===== src/rtl/wug_pkg.sv =====
package wug_pkg;
  typedef enum logic [1:0] {
    LOCKED = 2'd0,
    ARMED  = 2'd1,
    OPEN   = 2'd2
  } lockState_e;

  // Strobes from the key datapath to the lock control.
  typedef struct packed {
    logic hitA;
    logic hitB;
    logic keyAOk;
    logic keyBOk;
  } kickStrobe_t;
endpackage


===== src/rtl/wug_kick_decode.sv =====
module wug_kick_decode
  import wug_pkg::*;
#(
  parameter int unsigned DATA_W = 32,
  parameter logic [DATA_W-1:0] KEY_A = 'h83E70B13,
  parameter logic [DATA_W-1:0] KEY_B = 'h95A4F1E0
) (
  input  logic              wrStrobe,
  input  logic              selKeyA,
  input  logic              selKeyB,
  input  logic [DATA_W-1:0] wrData,
  input  logic              isOpen,
  output kickStrobe_t       strobes,
  output logic              kickHit,
  output logic              protWrEn
);
  localparam int unsigned NUM_KEYS = 2;

  logic [NUM_KEYS-1:0] keyMatch;
  logic [NUM_KEYS-1:0] selVec;
  logic [DATA_W-1:0]   keyTable [NUM_KEYS];

  assign keyTable[0] = KEY_A;
  assign keyTable[1] = KEY_B;
  assign selVec      = {selKeyB, selKeyA};

  // One comparator per kick register.
  for (genvar k = 0; k < NUM_KEYS; k++) begin : gKeyCmp
    assign keyMatch[k] = (wrData == keyTable[k]);
  end

  always_comb begin
    strobes.hitA   = wrStrobe & selVec[0];
    strobes.hitB   = wrStrobe & selVec[1];
    strobes.keyAOk = keyMatch[0];
    strobes.keyBOk = keyMatch[1];
    kickHit        = |selVec;
    protWrEn       = wrStrobe & isOpen & ~kickHit;
  end
endmodule


===== src/rtl/wug_lock_fsm.sv =====
module wug_lock_fsm
  import wug_pkg::*;
(
  input  logic        clk,
  input  logic        rstN,
  input  kickStrobe_t strobes,
  output logic        isOpen
);
  lockState_e stateQ, stateD;
  logic anyHit;

  assign anyHit = strobes.hitA | strobes.hitB;

  always_comb begin
    stateD = stateQ;
    case (stateQ)
      LOCKED: if (strobes.hitA && !strobes.hitB && strobes.keyAOk) stateD = ARMED;
      ARMED: begin
        if (strobes.hitB && !strobes.hitA && strobes.keyBOk) stateD = OPEN;
        else if (anyHit) stateD = LOCKED;
      end
      OPEN:    if (anyHit) stateD = LOCKED;
      default: stateD = LOCKED;
    endcase
  end

  always_ff @(posedge clk or negedge rstN) begin
    if (!rstN) stateQ <= LOCKED;
    else       stateQ <= stateD;
  end

  assign isOpen = (stateQ == OPEN);

  assert_open_only_from_key_b_R3: assert property (@(posedge clk) disable iff (!rstN)
    $rose(isOpen) |-> $past(stateQ == ARMED && strobes.hitB && !strobes.hitA && strobes.keyBOk));

  assert_open_relocks_R7: assert property (@(posedge clk) disable iff (!rstN)
    (stateQ == OPEN && anyHit) |=> (stateQ == LOCKED));

  assert_locked_holds_R4: assert property (@(posedge clk) disable iff (!rstN)
    (stateQ == LOCKED && !(strobes.hitA && !strobes.hitB && strobes.keyAOk)) |=> (stateQ == LOCKED));

  assert_armed_abort_R6: assert property (@(posedge clk) disable iff (!rstN)
    (stateQ == ARMED && strobes.hitA) |=> (stateQ == LOCKED));

  assert_armed_wrong_b_R5: assert property (@(posedge clk) disable iff (!rstN)
    (stateQ == ARMED && strobes.hitB && !strobes.keyBOk) |=> (stateQ == LOCKED));
endmodule


===== src/rtl/write_unlock_guard.sv =====
module write_unlock_guard
  import wug_pkg::*;
#(
  parameter int unsigned DATA_W = 32,
  parameter logic [DATA_W-1:0] KEY_A = 'h83E70B13,
  parameter logic [DATA_W-1:0] KEY_B = 'h95A4F1E0
) (
  input  logic              clk,
  input  logic              rstN,
  input  logic              wrStrobe,
  input  logic              selKeyA,
  input  logic              selKeyB,
  input  logic [DATA_W-1:0] wrData,
  output logic              protWrEn,
  output logic              unlocked
);
  kickStrobe_t strobes;
  logic kickHit;
  logic isOpen;

  wug_kick_decode #(.DATA_W(DATA_W), .KEY_A(KEY_A), .KEY_B(KEY_B)) uDecode (
    .wrStrobe(wrStrobe), .selKeyA(selKeyA), .selKeyB(selKeyB), .wrData(wrData),
    .isOpen(isOpen), .strobes(strobes), .kickHit(kickHit), .protWrEn(protWrEn)
  );

  wug_lock_fsm uFsm (
    .clk(clk), .rstN(rstN), .strobes(strobes), .isOpen(isOpen)
  );

  assign unlocked = isOpen;

  assert_kick_blocks_prot_R8: assert property (@(posedge clk) disable iff (!rstN)
    kickHit |-> !protWrEn);

  assert_prot_needs_open_R8: assert property (@(posedge clk) disable iff (!rstN)
    protWrEn |-> (unlocked && wrStrobe));

  assert_no_strobe_no_change_R9: assert property (@(posedge clk) disable iff (!rstN)
    !wrStrobe |=> $stable(unlocked));
endmodule


===== config.mk =====
export PLATFORM = sky130hd
export DESIGN_NAME = write_unlock_guard
export DESIGN_NICKNAME = d
export VERILOG_FILES = /design/src/rtl/wug_pkg.sv /design/src/rtl/wug_kick_decode.sv /design/src/rtl/wug_lock_fsm.sv /design/src/rtl/write_unlock_guard.sv
export SDC_FILE = /design/constraint.sdc
export NUM_CORES = 1
export LEC_CHECK = 0
export ABC_AREA = 1
export BUFFER_PORTS_ARGS = -buffer_cell sky130_fd_sc_hd__clkbuf_2
export CORE_AREA = 2 2 39 41
export DETAILED_ROUTE_END_ITERATION = 6
export DIE_AREA = 0 0 41 43
export PLACE_DENSITY = 0.66
export SKIP_CTS_REPAIR_TIMING = 1
export SLEW_MARGIN = 15
export SYNTH_ARGS = -nofsm -noshare
export SYNTH_HDL_FRONTEND = slang
export SYNTH_SLANG_ARGS = --single-unit

===== constraint.sdc =====
create_clock -name clk -period 1.25 [get_ports clk]
set_clock_uncertainty 0.2 [all_clocks]
set_input_delay 0.0625 -clock clk [delete_from_list [all_inputs] [get_ports clk]]
set_output_delay 0.0625 -clock clk [all_outputs]
set_load 0.03 [all_outputs]

# ---- Yosys cells after proc, flatten, opt, wreduce, memory -nomap -nowiden
# Cells that the tools add are included.
dict set report word_totals {
  ff_bits 2
  inputBits 37
  output_inout_bits 2
  word_cells 24
}
dict set report classes {
  eq_ne 5
  mux 4
  bitwise_logic 6
  n_reduce_logical 8
}
# cell count
set op_table {}
lappend op_table {{$eq A32 B32 Y1 const B} 2}
lappend op_table {{$mux W2} 3}
lappend op_table {{$pmux W2 S3} 1}
lappend op_table {{$and A1 B1 Y1} 4}
lappend op_table {{$logic_and A1 B1 Y1} 4}
lappend op_table {{$eq A2 B1 Y1 const B} 1}
lappend op_table {{$eq A2 B2 Y1 const B} 1}
lappend op_table {{$logic_not A1 Y1} 2}
lappend op_table {{$logic_not A2 Y1} 1}
lappend op_table {{$ne A2 B1 Y1 const B} 1}
lappend op_table {{$reduce_or A2 Y1} 1}
lappend op_table {{$not A1 Y1} 1}
lappend op_table {{$or A1 B1 Y1} 1}

# ---- Logic depth before layout (Yosys ltp)
dict set report logic_depth {
  word_depth 6
  depth_mapped 7
  mapped_depth_nobuf 7
}

# ---- Modules after synthesis
# From an unflattened synthesis, not the netlist that was laid out.
dict set report unflattened {
  cells_unflattened 88
  hier_area_um2 395.4
}
# module n_inst cells_each area_per_inst_um2 seq_area_each_um2
set by_module_without_submodules {}
lappend by_module_without_submodules {wug_kick_decode 1 70 277.8 0.0}
lappend by_module_without_submodules {wug_lock_fsm 1 18 117.6 50.0}

# ---- Worst setup path after synthesis
# OpenSTA, ideal clock, no wires.
dict set report synth_path {
  kind {register to output}
  startpoint {reg uFsm.stateQ[0]}
  endpoint {out protWrEn}
  arrival_ps 1641
  required_ps 988
  path_slack_ps -653
  stages_incl_launch_ff 4
  path_buffers 0
  cell_sequence {dfrtp_1 nor2_1 nand2_1 nor3_1}
}
dict set report synth_via {
  elab_chain_len 3
}
# item line
set synth_lines {}
lappend synth_lines {{start, declared} wug_lock_fsm.sv:9} ;# lockState_e stateQ, stateD;
lappend synth_lines {{start signal, assigned} wug_lock_fsm.sv:29} ;# else stateQ <= stateD;
lappend synth_lines {{$eq A2 B2 Y1} wug_lock_fsm.sv:32} ;# assign isOpen = (stateQ == OPEN);
lappend synth_lines {{named net unlocked} write_unlock_guard.sv:15} ;# output logic unlocked
lappend synth_lines {{$and A1 B1 Y1 (2 in a row)} wug_kick_decode.sv:38} ;# protWrEn = wrStrobe & isOpen & ~kickHit;
lappend synth_lines {{end, declared} write_unlock_guard.sv:14} ;# output logic protWrEn,
# The timed path passes the listed nets, and every way through them passes these cells.

# ---- Worst setup path in the final report
dict set report layout_path {
  startpoint {reg uFsm.stateQ[1]}
  endpoint {out protWrEn}
}
dict set report layout_via {
  elab_chain_len 3
}
# item line
set layout_lines {}
lappend layout_lines {{$eq A2 B2 Y1} wug_lock_fsm.sv:32}
lappend layout_lines {{$and A1 B1 Y1 (2 in a row)} wug_kick_decode.sv:38}
# Every way passes these cells.

==> results.sh <==
export IMPL_seqPwrFrac_pct=20.5
export IMPL_yosysTopAreaCell="nand2_1"
export IMPL_slew_headroom_pct=85.3
export IMPL_status="complete, but fails checks"
export IMPL_pwr_density_cell_nw_per_um2=492
export IMPL_n_antenna_cell=0
export IMPL_start_util_pct=26.0
export IMPL_p_int_w=0.000230
export IMPL_clkLatencyLatePin_ps=230
export IMPL_ys_warn_count=0
export IMPL_crit_type="flop to output port"
export IMPL_antenna_left=0
export IMPL_drc_errors=0
export IMPL_setup_viol=3
export IMPL_violations="hold timing, setup timing"
export IMPL_synth_edf_count=0
export IMPL_cap_violations=0
export IMPL_vias=578
export IMPL_critical_path_arrival_ps=1110
export IMPL_synth_area_per_cell_um2=4.62
export IMPL_p_switching_w=0.0000884
export IMPL_first_pass_iters=4
export IMPL_cp_max_fo=3
export IMPL_netlist_instances=78
export IMPL_reg_top3="uFsm.stateQ: 2 flops"
export IMPL_end_kind="output port"
export IMPL_clk_root_buffer_cell="clkbuf_4"
export IMPL_cts_made_buffers=3
export IMPL_core_um2=1380
export IMPL_worstMarginPinSlew_ps=218
export IMPL_power_w=0.000319
export IMPL_io_pins=39
export IMPL_clockBufferDepth=2
export IMPL_cp_start_kind="flop"
export IMPL_hpwl_um=972
export IMPL_nFillCells=170
export IMPL_clkTransAtPathRegs_ps=30
export IMPL_cts_tree="yes"
export IMPL_hp_class="input port to flop"
export IMPL_yosys_top_cells_area="nand2_1, nor2_1, dfrtp_1"
export IMPL_synthToLayoutAreaGrowth_pct=79.9
export IMPL_grt_ovfl_total=0
export IMPL_ys_seq_elements=2
export IMPL_cp_required_ps=990
export IMPL_fin_hold_ws_ps=-18.3
export IMPL_dieArea_um2=1760
export IMPL_vias_per_cell=4.19
export IMPL_ys_seq_area_share_pct=13.9
export IMPL_grt_max_degree=5
export IMPL_fp_dieW_um=41
export IMPL_nNetsFinal=161
export IMPL_grt_total_usage_pct=13.6
export IMPL_synth_main_ff_cell="dfrtp_1"
export IMPL_design_area_um2=648
export IMPL_fin_crit_ps=1370
export IMPL_top_register="uFsm.stateQ"
export IMPL_drive_gt1_share_pct=39.3
export IMPL_synth_distinct_cells=11
export IMPL_rows=14
export IMPL_p_clk_share_pct=45.0
export IMPL_wl_per_cell_um=7.73
export IMPL_drt_iter0_drc=10
export IMPL_antenna_found_initial=0
export IMPL_first_global_vias=458
export IMPL_largest_register_ffs=2
export IMPL_io_buffers=38
export IMPL_slew_viol_final=0
export IMPL_synth_net_count=115
export IMPL_htreeDepth=1
export IMPL_rsz0062_at_grt="yes"
export IMPL_ir_drop_v=0.000246
export IMPL_clock_sinks=2
export IMPL_max_freq_mhz=728
export IMPL_finalCritPeriodShare_pct=110
export IMPL_yosysMostFrequentCell="nand2_1"
export IMPL_p_sw_share_pct=27.7
export IMPL_setup_ws_ps=-124
export IMPL_instances_no_fill=138
export IMPL_dpl_cell_count=132
export IMPL_syn_area_um2=360
export IMPL_leakage_nw=0.378
export IMPL_detailed_place_area_um2=589
export IMPL_yosys_top_cells_count="nand2_1, nor2_1, inv_1"
export IMPL_ys_async_sr_fraction_pct=100
export IMPL_die_h_um=43
export IMPL_grt_pass1_wl_um=1600
export IMPL_hold_violations=1
export IMPL_synth_top_area_share_pct=25.0
export IMPL_combPwrFrac_pct=34.5
export IMPL_gp_congestion=0.802
export IMPL_finalWirelength_um=1070
==> critical path, stage by stage, from the launching register on <==
cell and delay (ps):
dfrtp_1 370, inv_2 70, nor2_4 120, nand2_2 70, nor3_4 110, buf_6 150
==> power by group through the flow <==
stage          registers, W  clock network [W]  logic (W)
5_1_grt           0.0000652           0.000157   0.000126
6_report          0.0000653           0.000144   0.000110
3_3_place_gp      0.0000659                  0   0.000105
2_1_floorplan     0.0000659                  0  0.0000334
4_1_cts           0.0000653           0.000147   0.000106
3_5_place_dp      0.0000659                  0   0.000106
==> cells by family (layout without fill, tap and decap cells) <==
| logic type | count (synthesis) | count (layout) | share of synthesized area (%) |
|---|---|---|---|
| and+or+nand+nor | 58 | 58 | 66.3 |
| DFF | 2 | 2 | 13.9 |
| AOI/OAI and AO/OA | 3 | 3 | 4.17 |
| buffers and inverters | 15 | 59 | 15.6 |
==> per-stage QoR <==
stage / setup slack (ps) / TNS [ps] / utilization, % / hold slack [ps]
after floorplan: -68.3 / -68.3 / - / -433
after global placement: 49.8 / 0 / 42.6 / -350
after detailed placement: 30.1 / 0 / 42.6 / -343
after CTS: -215 / -223 / 44.2 / -581
after global routing: -180 / -334 / 46.8 / 17.1
final: -124 / -139 / 46.8 / -18.3
==> path summary, 6_finish.rpt <==
| check | cells after the start | from | slack, ps | end |
|---|---|---|---|---|
| worst min-delay path | 5 | wrData[26] | -20 | uFsm.stateQ[1] |
| worst max register to register | 8 | uFsm.stateQ[1] | -10 | uFsm.stateQ[1] |
| worst min register to register | 2 | uFsm.stateQ[1] | 390 | uFsm.stateQ[0] |
| min in group asynchronous | 3 | rstN | 500 | uFsm.stateQ[0] |
| worst max-delay path | 5 | uFsm.stateQ[1] | -120 | protWrEn |
| max in group asynchronous | 3 | rstN | 210 | uFsm.stateQ[1] |
==> routing by layer <==
metal / up-vias / global-route usage, % / wire [µm]
li1: 329 / - / -
met1: 215 / 16.5 / 498
met2: 30 / 19.7 / 442
met3: 4 / 3.14 / 97
met4: 0 / 10.0 / 29
met5: - / 0 / 0
==> cell type report <==
class,instances,area [µm²],area share [%]
inverters,15,56.3,8.69
repair buffers,41,224,34.6
well taps,16,20.0,3.09
multi-input cells,61,275,42.5
clock buffers,3,22.5,3.47
flip-flops and latches,2,50.0,7.72
==> placed cells by master (no fill, tap or decap), drive strengths merged <==
cell	count
clkbuf	39
nand2	24
nor2	20
inv	15
nor3	7
nand3	6
buf	3
o21ai	2
dlygate4sd3	2
dfrtp	2
nand4	1
a21oi	1
No activity file was read; power rests on OpenSTA's default activity.
